**src/rtl/ct_pkg.sv**
```systemverilog
package ct_pkg;
  typedef enum logic [1:0] {
    ADJ_NONE  = 2'd0,
    ADJ_EARLY = 2'd1,
    ADJ_LATE  = 2'd2
  } adj_e;

  localparam int MIN_A_LEN = 2;
  localparam int MIN_B_LEN = 1;
endpackage

```
**src/rtl/ct_sclk.sv**
```systemverilog
module ct_sclk #(
  parameter int DIV_LOG2 = 2
) (
  input  logic clk,
  input  logic rst,
  output logic sclk
);
  localparam int PW = DIV_LOG2;

  logic [PW-1:0] phase;

  always_ff @(posedge clk) begin
    if (rst) phase <= '0;
    else     phase <= phase + 1'b1;
  end

  assign sclk = phase[PW-1];

  p_sclk_hold_r1: assert property (@(posedge clk) disable iff (rst)
    $rose(sclk) |=> sclk);
  p_sclk_low_hold_r1: assert property (@(posedge clk) disable iff (rst)
    $fell(sclk) |=> !sclk);
endmodule

```
**src/rtl/ct_cascade.sv**
```systemverilog
module ct_cascade
  import ct_pkg::*;
#(
  parameter int AW = 8,
  parameter int BW = 6
) (
  input  logic          clk,
  input  logic          rst,
  input  logic [AW-1:0] base,
  input  logic [AW-1:0] delta,
  input  logic [BW-1:0] div,
  input  logic          adj_req,
  input  logic          adj_late,
  output logic          fclk,
  output logic          conv
);
  localparam int EW = AW + 1;

  logic [EW-1:0] a_cnt;
  logic [BW-1:0] b_cnt;
  logic          pend;
  logic          pend_late;
  logic          a_term;
  logic          b_term;
  adj_e          mode;
  logic [EW-1:0] plain_len;
  logic [EW-1:0] sel_len;
  logic [BW-1:0] b_len;

  function automatic logic [EW-1:0] first_len(input logic [AW-1:0] b,
                                              input logic [AW-1:0] d,
                                              input adj_e m);
    logic [EW-1:0] v;
    case (m)
      ADJ_EARLY: v = (d >= b) ? '0 : (EW'(b) - EW'(d));
      ADJ_LATE:  v = EW'(b) + EW'(d);
      default:   v = EW'(b);
    endcase
    if (v < EW'(MIN_A_LEN)) v = EW'(MIN_A_LEN);
    return v;
  endfunction

  assign a_term    = (a_cnt == '0);
  assign b_term    = (b_cnt == '0);
  assign mode      = pend ? (pend_late ? ADJ_LATE : ADJ_EARLY) : ADJ_NONE;
  assign plain_len = first_len(base, delta, ADJ_NONE);
  assign sel_len   = first_len(base, delta, mode);
  assign b_len     = (div == '0) ? BW'(MIN_B_LEN) : div;

  always_ff @(posedge clk) begin
    if (rst) begin
      a_cnt <= plain_len - 1'b1;
      b_cnt <= b_len - 1'b1;
      fclk  <= 1'b0;
      conv  <= 1'b0;
    end else begin
      fclk <= a_term;
      conv <= a_term && b_term;
      if (a_term) begin
        a_cnt <= sel_len - 1'b1;
        b_cnt <= b_term ? (b_len - 1'b1) : (b_cnt - 1'b1);
      end else begin
        a_cnt <= a_cnt - 1'b1;
      end
    end
  end

  always_ff @(posedge clk) begin
    if (rst) begin
      pend      <= 1'b0;
      pend_late <= 1'b0;
    end else if (adj_req) begin
      pend      <= 1'b1;
      pend_late <= adj_late;
    end else if (a_term) begin
      pend      <= 1'b0;
    end
  end

  p_conv_on_fclk_r3: assert property (@(posedge clk) disable iff (rst)
    conv |-> fclk);
  p_fclk_single_r2: assert property (@(posedge clk) disable iff (rst)
    fclk |=> !fclk);
  p_reload_floor_r6: assert property (@(posedge clk) disable iff (rst)
    a_term |=> (a_cnt >= EW'(MIN_A_LEN - 1)));
  p_adj_one_shot_r4: assert property (@(posedge clk) disable iff (rst)
    (a_term && pend && !adj_req) |=> !pend);
endmodule

```
**src/rtl/conv_rate_timer.sv**
```systemverilog
module conv_rate_timer #(
  parameter int A_W = 8,
  parameter int B_W = 6,
  parameter int SCLK_DIV_LOG2 = 2
) (
  input  logic           clk,
  input  logic           rst,
  input  logic           sync_mode,
  input  logic [A_W-1:0] tx_base,
  input  logic [A_W-1:0] tx_delta,
  input  logic [B_W-1:0] tx_div,
  input  logic           tx_adj_req,
  input  logic           tx_adj_late,
  input  logic [A_W-1:0] rx_base,
  input  logic [A_W-1:0] rx_delta,
  input  logic [B_W-1:0] rx_div,
  input  logic           rx_adj_req,
  input  logic           rx_adj_late,
  output logic           sclk,
  output logic           tx_fclk,
  output logic           tx_conv,
  output logic           rx_fclk,
  output logic           rx_conv
);
  logic rx_rst;
  logic rx_fclk_own;
  logic rx_conv_own;

  assign rx_rst = rst || sync_mode;

  ct_sclk #(.DIV_LOG2(SCLK_DIV_LOG2)) u_sclk (
    .clk (clk),
    .rst (rst),
    .sclk(sclk)
  );

  ct_cascade #(.AW(A_W), .BW(B_W)) u_tx (
    .clk     (clk),
    .rst     (rst),
    .base    (tx_base),
    .delta   (tx_delta),
    .div     (tx_div),
    .adj_req (tx_adj_req),
    .adj_late(tx_adj_late),
    .fclk    (tx_fclk),
    .conv    (tx_conv)
  );

  ct_cascade #(.AW(A_W), .BW(B_W)) u_rx (
    .clk     (clk),
    .rst     (rx_rst),
    .base    (rx_base),
    .delta   (rx_delta),
    .div     (rx_div),
    .adj_req (rx_adj_req),
    .adj_late(rx_adj_late),
    .fclk    (rx_fclk_own),
    .conv    (rx_conv_own)
  );

  assign rx_fclk = sync_mode ? tx_fclk : rx_fclk_own;
  assign rx_conv = sync_mode ? tx_conv : rx_conv_own;
endmodule

```
**config.mk**
```make
export PLATFORM = sky130hd
export DESIGN_NAME = conv_rate_timer
export DESIGN_NICKNAME = d
export VERILOG_FILES = /design/src/rtl/ct_pkg.sv /design/src/rtl/ct_sclk.sv /design/src/rtl/ct_cascade.sv /design/src/rtl/conv_rate_timer.sv
export SDC_FILE = /design/constraint.sdc
export NUM_CORES = 1
export LEC_CHECK = 0
export BUFFER_PORTS_ARGS = -buffer_cell sky130_fd_sc_hd__buf_2
export CORE_ASPECT_RATIO = 1.1
export CORE_MARGIN = 10
export CORE_UTILIZATION = 60
export DETAILED_ROUTE_END_ITERATION = 8
export HOLD_SLACK_MARGIN = 0.1
export PLACE_DENSITY = 0.82
export SYNTH_ARGS = -nofsm -noshare
export SYNTH_HDL_FRONTEND = slang
export SYNTH_SLANG_ARGS = --single-unit
```
**constraint.sdc**
```tcl
create_clock -name clk -period 5.3 [get_ports clk]
set_clock_uncertainty 0.2 [all_clocks]
set_input_delay 0.795 -clock clk [delete_from_list [all_inputs] [get_ports clk]]
set_output_delay 0.795 -clock clk [all_outputs]
set_load 0.01 [all_outputs]
```
Yosys cells after proc, flatten, opt, wreduce, memory -nomap -nowiden
Cells that the tools add are included.

storage, ports and cells
  flip-flop bits (word level) = 40
  input port bits = 51
  output and inout port bits = 5
  logic and storage cells = 81

operators by class
  add/sub/neg operators = 15
  order comparisons = 6
  equal/unequal tests = 4
  multiplexer cells = 30
  reductions and logical operators = 13

operators by type and width
  operator                                            number
  two-way mux 9 bit                                   8
  two-way mux 6 bit                                   8
  one-hot mux 9 bit (2 select lines)                  2
  subtractor 9 x 1 -> 9 bit, second input constant    4
  logical NOT 6 bit                                   4
  subtractor 6 x 1 -> 6 bit, second input constant    4
  adder 8 x 8 -> 9 bit                                2
  logical NOT 9 bit                                   2
  < comparator 9 x 2 -> 1 bit, second input constant  2
  subtractor 8 x 1 -> 9 bit, second input constant    2
  subtractor 8 x 8 -> 9 bit                           2
  >= comparator 8 bit                                 2
  < comparator 8 x 2 -> 1 bit, second input constant  2
  two-way mux 8 bit                                   2
  two-way mux 2 bit                                   4
  nonzero test 2 bit                                  4
  two-way mux 1 bit                                   6
  == test 2 x 1 -> 1 bit, second input constant       2
  == test 2 bit, second input constant                2
  adder 2 x 1 -> 2 bit, second input constant         1
  logical AND 1 bit                                   2
  logical OR 1 bit                                    1

Logic depth before layout (Yosys ltp)
Gate-level depths: netlist of the first run.

  depth in word-level cells = 9
  gate-level depth with buffers = 17
  mapped depth without buffers = 16

By module
A second synthesis of the first run with hierarchy kept.

unflattened totals
  cell total of the unflattened synthesis = 569
  area total of the unflattened synthesis = 4663.2 µm²

modules (own cells, without submodules)
  module             instances  cells each  area an instance (µm²)  sequential area each (µm²)
  ct_cascade (u_tx)  1          288         2368.5                  440.4
  ct_cascade (u_rx)  1          273         2209.6                  440.4
  ct_sclk            1          5           56.3                    40.0
  conv_rate_timer    1          3           28.8                    0.0

Least setup slack after synthesis of the first run
No wires, ideal clock.

  kind = in2reg
  from = in tx_base[0]
  to = reg u_tx.a_cnt[8]
  setup time = 0.119 ns
  arrival = 3.608 ns
  required time = 4.981 ns
  path slack = 1.373 ns
  stages on the path = 15
  path buffers = 0
  path through = ha_1 inv_1 fa_1 o21bai_2 a221oi_2 o21bai_1 a41oi_2 or4b_1 and4bb_1 a41oi_1 nor2_1 ha_1 nor3b_1 nand4_1 xnor2_1

on the way
  cells in the longest elaborated chain, start to end = 8
  elaborated cells between the ends (all ways) = 13
  classes of those cells = add/sub (4); order compare (3); mux (6)

RTL lines
  what                                                                     line                  RTL
  from (decl)                                                              conv_rate_timer.sv:9  input logic [A_W-1:0] tx_base,
  subtractor 8 x 8 -> 9 bit / >= comparator 8 bit (equally long branches)  ct_cascade.sv:35      ADJ_EARLY: v = (d >= b) ? '0 : (EW'(b) - EW'(d));
  two-way mux 9 bit                                                        ct_cascade.sv:35
  one-hot mux 9 bit (2 select lines)                                       ct_cascade.sv:34      case (m)
  < comparator 9 x 2 -> 1 bit                                              ct_cascade.sv:39      if (v < EW'(MIN_A_LEN)) v = EW'(MIN_A_LEN);
  two-way mux 9 bit                                                        ct_cascade.sv:39
  subtractor 9 x 1 -> 9 bit                                                ct_cascade.sv:60      a_cnt <= sel_len - 1'b1;
  two-way mux 9 bit                                                        ct_cascade.sv:59      if (a_term) begin
  two-way mux 9 bit (*)                                                    ct_cascade.sv:51      if (rst) begin
  to (signal assigned)                                                     ct_cascade.sv:52      a_cnt <= plain_len - 1'b1;
  to (signal assigned)                                                     ct_cascade.sv:60
  to (signal assigned)                                                     ct_cascade.sv:63      a_cnt <= a_cnt - 1'b1;
  to (decl)                                                                ct_cascade.sv:19      logic [EW-1:0] a_cnt;

Mark *: on every way between the ends. The rest lies on a longest branch, timed or not.
A chain may end at the register's enable or synchronous reset.

Worst setup path in the final report of the first run
  from = in tx_base[3]
  to = reg u_tx.a_cnt[8]

Same word-level chain as after synthesis.

==> load_flow_metrics.sql, run 1 <==
INSERT INTO impl_metrics (metric_group, metric, value, unit) VALUES
('power_and_ir_drop', 'netSwitchingPower', '0.373', 'mW'),
('cells_and_area', 'finish.net_count', '705', ''),
('grt', 'grt_pass1_wl', '20500', 'um'),
('synthesis', 'netlist_area', '4470', 'sq um'),
('drt', 'drtPass1Iterations', '7', ''),
('setup_path', 'worst_path_max_delay_cell', 'sky130_fd_sc_hd__ha_1', ''),
('setup_path', 'critPathArrivalTime', '4.30', 'ns'),
('clock_network', 'htreeDepth', '2', ''),
('setup_path', 'critical_path.reg2reg.endpoint', 'u_tx.a_cnt[8]', ''),
('floorplanning', 'start_util', '62.7', '%'),
('run_status', 'status', 'completed', ''),
('clock_network', 'cts_resized', '0', ''),
('drt', 'via_count', '4398', ''),
('synthesis', 'postSynthAreaPerCell', '7.88', 'sq um'),
('cells_and_area', 'areaGrowthSynthToFinish', '8.60', '%'),
('timing', 'max_freq', '232', 'MHz'),
('cells_and_area', 'n_fill_cell', '652', ''),
('synthesis', 'synth_flop_cell', 'sky130_fd_sc_hd__dfxtp_1', ''),
('setup_path', 'worst-r2r-cell-count', '13', ''),
('synthesis', 'ys_async_sr_fraction', '0', '%'),
('power_and_ir_drop', 'power_report.internal_total', '0.660', 'mW'),
('floorplanning', 'placement_rows', '32', ''),
('timing', 'final_setup_fails', '0', ''),
('setup_path', 'worstPathRequired', '5.29', 'ns'),
('timing', 'period_share', '81.3', '%'),
('synthesis', 'synth.net_count', '662', ''),
('floorplanning', 'die_area', '11300', 'sq um'),
('hold_path', 'hp-class', 'register to register', ''),
('floorplanning', 'chipWidth', '102', 'um'),
('drt', 'drt-initial-drc-count', '189', ''),
('clock_network', 'post_cts_buffers', '0', ''),
('cells_and_area', 'num_antenna_cells', '0', ''),
('grt', 'first_global_vias', '4281', ''),
('setup_path', 'endpoint_kind', 'register', ''),
('timing', 'fin_worst_hold_slack', '0.238', 'ns'),
('grt', 'overflow', '0', ''),
('power_and_ir_drop', 'p_comb_share', '38.2', '%'),
('placed_design', 'dpl.hpwl', '9730', 'um'),
('synthesis', 'synth_cells', '567', ''),
('grt', 'groute.usage.overall', '21.4', '%'),
('floorplanning', 'design.portCount', '56', ''),
('synthesis', 'number_of_register_bits_inferred_by_synthesis', '40', ''),
('timing', 'final-max-slew-violation-count', '0', ''),
('clock_network', 'clock_tree_root_driver_cell', 'sky130_fd_sc_hd__clkbuf_8', ''),
('synthesis', 'ys_seq_area_share', '20.6', '%'),
('setup_path', 'crit_path_max_incr_delay', '0.48', 'ns'),
('power_and_ir_drop', 'p_leak', '2.11', 'nW'),
('setup_path', 'cp-start-kind', 'input pin', ''),
('synthesis', 'count_of_flip_flops_with_a_built_in_enable_after_synthesis', '12', ''),
('setup_path', 'worst_setup_path_endpoint', 'u_tx.a_cnt[8]', ''),
('timing', 'worstMarginPinSlew', '0.702', 'ns'),
('grt', 'pin_count_of_the_biggest_net_entering_global_routing', '27', ''),
('floorplanning', 'core_area', '7130', 'sq um'),
('power_and_ir_drop', 'max-vdd-ir-drop', '0.217', 'mV'),
('timing', 'timing.final.crit_period', '4.31', 'ns'),
('timing', 'rsz_0062_raised_after_global_routing', 'no', ''),
('setup_path', 'critical_path.max_fanout', '11', ''),
('drt', 'routed_len_inst', '17.5', 'um'),
('timing', 'timing_hold_violations_final', '0', ''),
('power_and_ir_drop', 'p_per_area', '213', 'nW/um^2'),
('power_and_ir_drop', 'pwr_total', '1.03', 'mW'),
('setup_path', 'crit-reg2reg-launch', 'u_tx.pend', ''),
('clock_network', 'cts_bufs_inserted', '5', ''),
('setup_path', 'regToRegSetupSlack', '1.61', 'ns'),
('synthesis', 'number_of_warnings_issued_by_yosys', '0', ''),
('placed_design', 'routabilityCongestion', '0.955', ''),
('setup_path', 'setup.worst_path.start', 'tx_base[3]', ''),
('power_and_ir_drop', 'switching_share', '36.1', '%'),
('timing', 'max_slew_headroom', '53.2', '%'),
('drt', 'drt_wl_total', '12200', 'um'),
('setup_path', 'critical_path_cell_by_cell', 'buf_2, ha_1, nor2_1, a221oi_2, o21bai_1, a41oi_2, or4b_1, and4bb_1, a41oi_1, nor2_1, ha_1, nor3b_1, nand4_1, xnor2_1', '');
==> cells in the final DEF (no fill, tap or decap), drive strengths merged, types with 5 or more instances in the layout <==
cell type  netlist  final
xor2            13     13
o21ai           32     32
o21a             9      9
edfxtp          12     12
nor4             9      9
inv             51     51
clkbuf           7      5
buf             13     56
a31oi            6      6
a21oi           37     37
xnor2           28     28
o21bai           5      5
nor3b            6      6
nand2           34     34
nor2b           16     16
nor2            47     47
and2             5      5
dfxtp           28     28
nand4            8      8
or3              5      5
mux2i           10     10
a21o             6      6
nand2b          10     10
a221oi           7      7
o22ai            7      7
nand3           18     18
ha              40     40
and3             5      5
nor3            21     21
==> routing by layer <==
metal / track usage [%] / share of wire (%)
met4: 6.37 / 2.0
met1: 25.9 / 41
met5: 0 / 0
met2: 36.2 / 50
met3: 5.11 / 7.5
==> power by group through the flow <==
stage          clock [mW]  combinational (mW)  sequential (mW)
2_1_floorplan           0               0.295            0.383
3_3_place_gp            0               0.375            0.391
5_1_grt             0.271               0.436            0.392
6_report            0.252               0.395            0.387
4_1_cts             0.257               0.387            0.386
3_5_place_dp            0               0.384            0.393
==> critical path, delay by kind of cell <==
| kind | cells | cell delay [ns] |
|---|---|---|
| AO/OA/AOI/OAI | 4 | 0.83 |
| XOR/XNOR | 1 | 0.15 |
| adder cells (fa/ha/maj) | 2 | 0.68 |
| buffers and inverters | 1 | 0.14 |
| AND/OR/NAND/NOR | 6 | 1.71 |
==> area by class of cell <==
class                   count  area [sq um]  share of cell area [%]
clock inverters             3          42.5                   0.877
multi-input cells         456          3240                    66.8
inverters                  51           191                    3.95
repair buffers             56           283                    5.83
clock buffers               5          68.8                    1.42
flip-flops and latches     40           921                    19.0
well taps                  85           106                    2.19
==> synth_stat cells, types with 3 or more instances <==
master                      instances  area, sq um
sky130_fd_sc_hd__inv_1             50          188
sky130_fd_sc_hd__nor2_1            46          173
sky130_fd_sc_hd__ha_1              40          500
sky130_fd_sc_hd__a21oi_1           35          175
sky130_fd_sc_hd__nand2_1           34          128
sky130_fd_sc_hd__o21ai_0           32          160
sky130_fd_sc_hd__dfxtp_1           28          561
sky130_fd_sc_hd__xnor2_1           28          245
sky130_fd_sc_hd__nor3_1            20          100
sky130_fd_sc_hd__nand3_1           18         90.1
sky130_fd_sc_hd__nor2b_1           16          100
sky130_fd_sc_hd__xor2_1            13          114
sky130_fd_sc_hd__edfxtp_1          12          360
sky130_fd_sc_hd__mux2i_1           10          100
sky130_fd_sc_hd__nand2b_1          10         62.6
sky130_fd_sc_hd__nor4_1             9         56.3
sky130_fd_sc_hd__o21a_1             9         67.6
sky130_fd_sc_hd__nand4_1            8         50.1
sky130_fd_sc_hd__o22ai_1            7         43.8
sky130_fd_sc_hd__a21o_1             6         45.0
sky130_fd_sc_hd__a31oi_1            6         37.5
sky130_fd_sc_hd__clkbuf_1           6         22.5
sky130_fd_sc_hd__nor3b_1            6         45.0
sky130_fd_sc_hd__a221oi_1           5         43.8
sky130_fd_sc_hd__buf_2              5         25.0
sky130_fd_sc_hd__buf_4              5         37.5
sky130_fd_sc_hd__or3_1              5         31.3
sky130_fd_sc_hd__and3_1             4         25.0
sky130_fd_sc_hd__fa_1               4         80.1
sky130_fd_sc_hd__o2111ai_1          4         35.0
sky130_fd_sc_hd__o211ai_1           4         30.0
sky130_fd_sc_hd__o21bai_1           4         30.0
sky130_fd_sc_hd__a211o_1            3         26.3
sky130_fd_sc_hd__a311oi_1           3         26.3
sky130_fd_sc_hd__and2_1             3         18.8
sky130_fd_sc_hd__and4_1             3         26.3
sky130_fd_sc_hd__mux2_2             3         33.8
sky130_fd_sc_hd__o31a_1             3         26.3
sky130_fd_sc_hd__or2_2              3         18.8
==> state kept, by name, summed over array words and instances (netlist names) <==
name and count:
u_rx.conv 1, u_sclk.phase 2, u_tx.b_cnt 6, u_tx.conv 1
u_rx.pend_late 1, u_tx.a_cnt 9, u_rx.b_cnt 6, u_tx.fclk 1
u_rx.fclk 1, u_rx.a_cnt 9, u_tx.pend 1, u_rx.pend 1
u_tx.pend_late 1
==> kinds of logic after synthesis <==
group,after synthesis,share of synthesized area [%]
AOI/OAI and AO/OA,155,24.0
adders and majority gates,44,13.0
xor gates and xnor gates,41,8.04
buffers and inverters,71,6.89
and+or+nand+nor,203,24.4
muxes,13,3.00
DFF,40,20.6
==> metrics by stage <==
step | cell area, sq um | utilization [%] | worst slack (ns) | cells
after floorplan | 4470 | - | 1.37 | 567
after global placement | 4740 | 66.5 | 0.957 | 688
after detailed placement | 4740 | 66.5 | 0.730 | 688
after CTS | 4850 | 68.1 | 1.04 | 696
after global routing | 4850 | 68.1 | 0.755 | 696
final | 4850 | 68.1 | 0.994 | 696
==> how the worst min path moves through the flow <==
stage	end	cells after the start	slack [ns]	start
finish	u_sclk.phase[0]	1	0.24	u_sclk.phase[0]
global route	u_sclk.phase[0]	1	0.28	u_sclk.phase[0]
CTS	u_sclk.phase[0]	1	0.24	u_sclk.phase[0]
detailed placement	u_sclk.phase[0]	1	0.23	u_sclk.phase[0]
global placement	u_sclk.phase[0]	1	0.21	u_sclk.phase[0]
floorplan	u_sclk.phase[0]	1	0.20	u_sclk.phase[0]
Power figures use the tool's default switching activity.
==> run 2, diff against run 1 <==
--- a/config.mk
+++ b/config.mk
@@ -8,10 +8,10 @@
 export BUFFER_PORTS_ARGS = -buffer_cell sky130_fd_sc_hd__buf_2
 export CORE_ASPECT_RATIO = 1.1
 export CORE_MARGIN = 10
-export CORE_UTILIZATION = 60
+export CORE_UTILIZATION = 54
 export DETAILED_ROUTE_END_ITERATION = 8
 export HOLD_SLACK_MARGIN = 0.1
-export PLACE_DENSITY = 0.82
+export PLACE_DENSITY = 0.78
 export SYNTH_ARGS = -nofsm -noshare
 export SYNTH_HDL_FRONTEND = slang
 export SYNTH_SLANG_ARGS = --single-unit
==> constraint.sdc (replaced) <==
create_clock -name clk -period 3.9 [get_ports clk]
set_clock_uncertainty 0.2 [all_clocks]
set_input_delay 0.585 -clock clk [delete_from_list [all_inputs] [get_ports clk]]
set_output_delay 0.585 -clock clk [all_outputs]
set_load 0.01 [all_outputs]
==> load_flow_metrics.sql, run 2 (synthesis results as in run 1) <==
INSERT INTO impl_metrics (metric_group, metric, value, unit) VALUES
('placed_design', 'dpl.hpwl', '10400', 'um'),
('timing', 'max_freq', '264', 'MHz'),
('setup_path', 'endpoint_kind', 'register', ''),
('setup_path', 'worst-r2r-cell-count', '15', ''),
('clock_network', 'clock_tree_from_tritoncts', 'built', ''),
('timing', 'final_setup_fails', '0', ''),
('drt', 'route.antenna.remaining_nets', '0', ''),
('placed_design', 'portBuffers', '55', ''),
('cells_and_area', 'layout-drive-gt1-share', '23.5', '%'),
('setup_path', 'setup.worst_path.class', 'input pin to register', ''),
('clock_network', 'clock_tree_root_driver_cell', 'sky130_fd_sc_hd__clkbuf_8', ''),
('grt', 'first_global_vias', '4653', ''),
('setup_path', 'regToRegSetupSlack', '0.54', 'ns'),
('floorplanning', 'start_util', '55.9', '%'),
('power_and_ir_drop', 'max-vdd-ir-drop', '0.223', 'mV'),
('setup_path', 'critical_path.max_fanout', '3', ''),
('drt', 'routed_len_inst', '16.9', 'um'),
('power_and_ir_drop', 'pwr_total', '1.43', 'mW'),
('clock_network', 'worstSkewPairLatency', '0.29', 'ns'),
('floorplanning', 'placement_rows', '34', ''),
('floorplanning', 'design.portCount', '56', ''),
('cells_and_area', 'n_fill_cell', '713', ''),
('power_and_ir_drop', 'p_leak', '2.37', 'nW'),
('timing', 'final-max-slew-violation-count', '0', ''),
('grt', 'pin_count_of_the_biggest_net_entering_global_routing', '26', ''),
('power_and_ir_drop', 'p_per_area', '267', 'nW/um^2'),
('setup_path', 'crit-reg2reg-launch', 'u_tx.pend', ''),
('hold_path', 'worst_hold_startpoint', 'u_sclk.phase[0]', ''),
('cells_and_area', 'most-common-layout-cells', 'sky130_fd_sc_hd__buf_4, sky130_fd_sc_hd__buf_2, sky130_fd_sc_hd__inv_1', ''),
('drt', 'post_route_drc_violation_count', '0', ''),
('hold_path', 'hp-class', 'register to register', ''),
('clock_network', 'worst_setup_hold_path_clk_slew', '0.08', 'ns'),
('cells_and_area', 'finish.net_count', '761', ''),
('timing', 'period_share', '97.1', '%'),
('cells_and_area', 'layout_commonest_cell', 'sky130_fd_sc_hd__buf_4', ''),
('setup_path', 'worstPathRequired', '3.87', 'ns'),
('setup_path', 'critical_path.reg2reg.endpoint', 'u_tx.a_cnt[4]', ''),
('drt', 'via_count', '4674', ''),
('hold_path', 'timing.hold.worst_endpoint', 'u_sclk.phase[0]', ''),
('drt', 'vias_per_cell', '6.03', ''),
('cells_and_area', 'areaGrowthSynthToFinish', '19.8', '%'),
('cells_and_area', 'reg_top3', 'u_rx.a_cnt (9), u_tx.a_cnt (9)', ''),
('timing', 'timing_hold_violations_final', '0', ''),
('drt', 'drtPass1Iterations', '5', ''),
('drt', 'drt-initial-drc-count', '230', ''),
('setup_path', 'critPathArrivalTime', '3.76', 'ns'),
('grt', 'number_of_antenna_violations_at_the_first_check_in_global_routing', '0', ''),
('grt', 'grt_pass1_wl', '21500', 'um'),
('floorplanning', 'core_area', '8000', 'sq um'),
('floorplanning', 'chipWidth', '107', 'um'),
('setup_path', 'cp-start-kind', 'input pin', ''),
('grt', 'overflow', '0', ''),
('placed_design', 'routabilityCongestion', '0.954', ''),
('clock_network', 'cts_bufs_inserted', '5', ''),
('timing', 'timing.final.crit_period', '3.79', 'ns'),
('run_status', 'status', 'completed', ''),
('clock_network', 'htreeDepth', '2', ''),
('hold_path', 'worstHoldPathCells', '1', ''),
('floorplanning', 'die_y', '115', 'um'),
('cells_and_area', 'num_antenna_cells', '0', ''),
('timing', 'max_slew_headroom', '53.9', '%'),
('drt', 'drt_wl_total', '13100', 'um'),
('timing', 'worstMarginPinSlew', '0.692', 'ns'),
('grt', 'groute.usage.overall', '20.6', '%'),
('floorplanning', 'die_area', '12300', 'sq um'),
('clock_network', 'tritoncts_num_sinks', '40', ''),
('timing', 'fin_worst_hold_slack', '0.232', 'ns'),
('clock_network', 'clock_path_buffers', '2', ''),
('job', 'max_cap_violations', '0', ''),
('clock_network', 'number_of_hold_buffers_added_after_cts', '0', '');
## run 2: cell type report
| cell class | count | area [sq um] | area share [%] |
|---|---|---|---|
| Inverter | 51 | 191 | 3.58 |
| Timing Repair Buffer | 112 | 703 | 13.1 |
| Tap cell | 108 | 135 | 2.53 |
| Clock buffer | 5 | 68.8 | 1.29 |
| Clock inverter | 3 | 18.8 | 0.351 |
| Sequential cell | 40 | 921 | 17.2 |
| Multi-Input combinational cell | 456 | 3310 | 61.9 |
## run 2: worst max path at each step
| stage | to | cells past startpoint | startpoint | slack [ns] |
|---|---|---|---|---|
| floorplan | u_tx.a_cnt[8] | 15 | tx_base[0] | 0.18 |
| global placement | u_tx.a_cnt[4] | 18 | tx_base[0] | -0.14 |
| detailed placement | u_tx.a_cnt[4] | 18 | tx_base[0] | -0.27 |
| CTS | u_tx.a_cnt[4] | 18 | tx_base[0] | 0.05 |
| global route | u_tx.a_cnt[4] | 18 | tx_base[0] | -0.04 |
| finish | u_tx.a_cnt[4] | 18 | tx_base[0] | 0.11 |
## run 2: layer usage
layer	vias to the layer above	GRT usage, %	part of all wire (%)	routed length [um]
li1	2261	-	-	-
met1	2191	23.6	41	5320
met2	184	37.5	51	6650
met3	38	3.36	5.9	771
met4	0	8.04	2.9	387
met5	-	0	0	0
## run 2: repair_timing
item                       4_1_cts  5_1_grt
resized for setup                0       17
buffers inserted                 0        2
setup endpoints to repair        0        5
## run 2: through the flow
step           utilization [%]  worst slack, ns  cells  cell area, sq um  TNS, ns
2_1_floorplan                -            0.183    567              4470        0
6_report                  66.9            0.113    775              5350        0
3_3_place_gp              64.7           -0.136    765              5170   -0.265
5_1_grt                   66.9          -0.0402    775              5350  -0.0712
4_1_cts                   65.8           0.0468    773              5260        0
3_5_place_dp              64.7           -0.267    765              5170   -0.657
## run 2: power breakdown
part | internal (mW) | switching (mW)
registers | 0.486 | 0.0415
clock network | 0.125 | 0.151
logic | 0.280 | 0.345
## run 2: worst max-delay path, stage by stage
cell and delay, ns:
sky130_fd_sc_hd__buf_2 0.13, sky130_fd_sc_hd__ha_4 0.14, sky130_fd_sc_hd__inv_2 0.04, sky130_fd_sc_hd__fa_2 0.38, sky130_fd_sc_hd__buf_4 0.15, sky130_fd_sc_hd__xor2_1 0.15, sky130_fd_sc_hd__a22oi_1 0.19, sky130_fd_sc_hd__o21ai_1 0.10
sky130_fd_sc_hd__or4b_1 0.46, sky130_fd_sc_hd__and4bb_2 0.35, sky130_fd_sc_hd__nand3_1 0.10, sky130_fd_sc_hd__a21oi_2 0.16, sky130_fd_sc_hd__o31ai_2 0.08, sky130_fd_sc_hd__ha_2 0.19, sky130_fd_sc_hd__nor3b_2 0.15, sky130_fd_sc_hd__buf_4 0.17
sky130_fd_sc_hd__buf_4 0.13, sky130_fd_sc_hd__xnor2_1 0.11
==> run 3, diff against run 2 <==
--- a/config.mk
+++ b/config.mk
@@ -6,12 +6,12 @@
 export NUM_CORES = 1
 export LEC_CHECK = 0
 export BUFFER_PORTS_ARGS = -buffer_cell sky130_fd_sc_hd__buf_2
-export CORE_ASPECT_RATIO = 1.1
 export CORE_MARGIN = 10
 export CORE_UTILIZATION = 54
 export DETAILED_ROUTE_END_ITERATION = 8
+export GPL_ROUTABILITY_DRIVEN = 1
 export HOLD_SLACK_MARGIN = 0.1
-export PLACE_DENSITY = 0.78
+export PLACE_DENSITY_LB_ADDON = 0.1
 export SYNTH_ARGS = -nofsm -noshare
 export SYNTH_HDL_FRONTEND = slang
 export SYNTH_SLANG_ARGS = --single-unit
==> load_flow_metrics.sql, run 3 (synthesis results as in run 1) <==
INSERT INTO impl_metrics (metric_group, metric, value, unit) VALUES
('setup_path', 'cp-start-kind', 'input pin', ''),
('clock_network', 'tritoncts_num_sinks', '40', ''),
('setup_path', 'regToRegSetupSlack', '0.60', 'ns'),
('floorplanning', 'core_area', '8130', 'sq um'),
('clock_network', 'post_cts_buffers', '0', ''),
('power_and_ir_drop', 'netSwitchingPower', '0.515', 'mW'),
('grt', 'pin_count_of_the_biggest_net_entering_global_routing', '26', ''),
('drt', 'vias_per_cell', '5.90', ''),
('setup_path', 'critical_path.reg2reg.endpoint', 'u_tx.a_cnt[4]', ''),
('clock_network', 'clock_path_buffers', '2', ''),
('power_and_ir_drop', 'p_comb_share', '43.1', '%'),
('clock_network', 'clock_tree_root_driver_cell', 'sky130_fd_sc_hd__clkbuf_8', ''),
('timing', 'max_freq', '266', 'MHz'),
('drt', 'drtPass1Iterations', '5', ''),
('setup_path', 'critical_path_cell_by_cell', 'buf_2, buf_4, ha_1, fa_1, nor2b_1, o31a_1, or3_1, nand3_1, o21ai_0, a41oi_2, nor2_2, ha_2, nor3b_2, buf_4, nand4_1, xnor2_1', ''),
('grt', 'overflow', '0', ''),
('cells_and_area', 'layout_commonest_cell', 'sky130_fd_sc_hd__buf_4', ''),
('placed_design', 'pre_cts_ws', '-0.224', 'ns'),
('job', 'max_cap_violations', '0', ''),
('power_and_ir_drop', 'switching_share', '36.2', '%'),
('drt', 'drt-initial-drc-count', '233', ''),
('timing', 'fin_ws', '0.135', 'ns'),
('run_status', 'status', 'completed', ''),
('power_and_ir_drop', 'power_report.internal_total', '0.909', 'mW'),
('hold_path', 'hp-class', 'register to register', ''),
('setup_path', 'critical_path.max_fanout', '3', ''),
('floorplanning', 'chipWidth', '111', 'um'),
('floorplanning', 'die_y', '111', 'um'),
('floorplanning', 'design.portCount', '56', ''),
('drt', 'route.antenna.remaining_nets', '0', ''),
('setup_path', 'endpoint_kind', 'register', ''),
('clock_network', 'worstSkewPairLatency', '0.29', 'ns'),
('placed_design', 'routabilityCongestion', '0.920', ''),
('timing', 'worstMarginPinSlew', '0.730', 'ns'),
('hold_path', 'timing.hold.worst_endpoint', 'u_sclk.phase[0]', ''),
('placed_design', 'portBuffers', '55', ''),
('setup_path', 'crit_path_max_incr_delay', '0.50', 'ns'),
('setup_path', 'worstPathRequired', '3.89', 'ns'),
('placed_design', 'dpl.hpwl', '10300', 'um'),
('clock_network', 'htreeDepth', '2', ''),
('power_and_ir_drop', 'max-vdd-ir-drop', '0.211', 'mV'),
('cells_and_area', 'finish.instance_area', '5340', 'sq um'),
('cells_and_area', 'num_antenna_cells', '0', ''),
('cells_and_area', 'most-common-layout-cells', 'sky130_fd_sc_hd__buf_4, sky130_fd_sc_hd__buf_2, sky130_fd_sc_hd__inv_1', ''),
('grt', 'number_of_antenna_violations_at_the_first_check_in_global_routing', '0', ''),
('cells_and_area', 'reg_top3', 'u_rx.a_cnt (9), u_tx.a_cnt (9)', ''),
('power_and_ir_drop', 'seqPwrFrac', '36.9', '%'),
('drt', 'routed_len_inst', '16.5', 'um'),
('floorplanning', 'start_util', '54.9', '%'),
('timing', 'final_setup_fails', '0', ''),
('clock_network', 'worst_setup_hold_path_clk_slew', '0.08', 'ns'),
('drt', 'via_count', '4566', ''),
('timing', 'timing_hold_violations_final', '0', ''),
('cells_and_area', 'areaGrowthSynthToFinish', '19.6', '%'),
('setup_path', 'setup.worst_path.class', 'input pin to register', ''),
('clock_network', 'cts_bufs_inserted', '5', ''),
('setup_path', 'crit_top_cell', 'sky130_fd_sc_hd__buf_4', ''),
('hold_path', 'worstHoldPathCells', '1', ''),
('placed_design', 'dpl-instance-area', '5200', 'sq um'),
('setup_path', 'crit-reg2reg-launch', 'u_tx.pend_late', ''),
('cells_and_area', 'layout-drive-gt1-share', '23.3', '%'),
('cells_and_area', 'finalCoreUtilization', '65.7', '%'),
('clock_network', 'clock_tree_from_tritoncts', 'built', ''),
('grt', 'groute.usage.overall', '19.5', '%'),
('cells_and_area', 'finish.net_count', '763', ''),
('floorplanning', 'die_area', '12300', 'sq um'),
('drt', 'post_route_drc_violation_count', '0', ''),
('grt', 'first_global_vias', '4581', ''),
('timing', 'max_slew_headroom', '51.3', '%'),
('floorplanning', 'placement_rows', '33', ''),
('drt', 'drt_wl_total', '12800', 'um'),
('grt', 'grt_pass1_wl', '20800', 'um'),
('setup_path', 'critPathArrivalTime', '3.76', 'ns'),
('setup_path', 'worst_path_max_delay_cell', 'sky130_fd_sc_hd__o21ai_0', ''),
('hold_path', 'worst_hold_startpoint', 'u_sclk.phase[0]', ''),
('timing', 'final-max-slew-violation-count', '0', ''),
('timing', 'fin_setup_tns', '0', 'ns'),
('timing', 'period_share', '96.5', '%'),
('setup_path', 'worst-r2r-cell-count', '14', ''),
('power_and_ir_drop', 'power.clock.fraction', '20.0', '%'),
('timing', 'timing.final.crit_period', '3.77', 'ns'),
('power_and_ir_drop', 'p_per_area', '266', 'nW/um^2'),
('power_and_ir_drop', 'p_leak', '2.38', 'nW');
[run 3: what timing repair did]
action | in CTS | in global routing
setup endpoints to repair | 0 | 3
gates resized for setup | 0 | 13
hold buffers | 0 | 0
[run 3: how the worst max path moves through the flow]
stage	depth (start not counted)	to	slack [ns]	from
global route	18	u_tx.a_cnt[4]	-0.02	tx_base[0]
floorplan	15	u_tx.a_cnt[8]	0.18	tx_base[0]
CTS	18	u_tx.a_cnt[4]	0.08	tx_base[0]
finish	16	u_tx.a_cnt[8]	0.13	tx_delta[0]
detailed placement	18	u_tx.a_cnt[4]	-0.22	tx_base[0]
global placement	18	u_tx.a_cnt[4]	-0.15	tx_base[0]
[run 3: power groups by stage]
stage	clock network, mW	registers [mW]	logic [mW]
after global placement	0	0.531	0.581
after CTS	0.289	0.524	0.598
after global routing	0.310	0.530	0.676
final	0.285	0.526	0.613
after detailed placement	0	0.533	0.593
after floorplan	0	0.521	0.400
[run 3: final cells by class]
type / instances / area (sq um)
Clock buffer: 8 / 90.1
Fill cell: 711 / 2790
Tap cell: 105 / 131
Sequential cell: 40 / 921
Multi-Input combinational cell: 456 / 3290
Timing Repair Buffer: 114 / 718
Inverter: 51 / 191
[run 3: critical path, delay by kind of cell]
family,cells,cell delay (ns)
AND/OR/NAND/NOR,6,0.89
buffers and inverters,3,0.39
XOR/XNOR,1,0.14
AO/OA/AOI/OAI,3,0.94
adder cells (fa/ha/maj),3,0.82
[run 3: metrics by stage]
step | hold slack, ns | std cells | power [mW]
finish | 0.230 | 774 | 1.42
global route | 0.254 | 774 | 1.52
global placement | 0.207 | 766 | 1.11
floorplan | 0.197 | 567 | 0.921
CTS | 0.232 | 774 | 1.41
detailed placement | 0.215 | 766 | 1.13
[run 3: routing by layer]
metal	part of all wire (%)	wire, um	track usage, %	up-vias
li1	-	-	-	2263
met1	43	5460	22.1	2132
met2	50	6420	36.0	140
met3	3.9	500	2.54	31
met4	2.9	368	6.94	0
met5	0	0	0	-
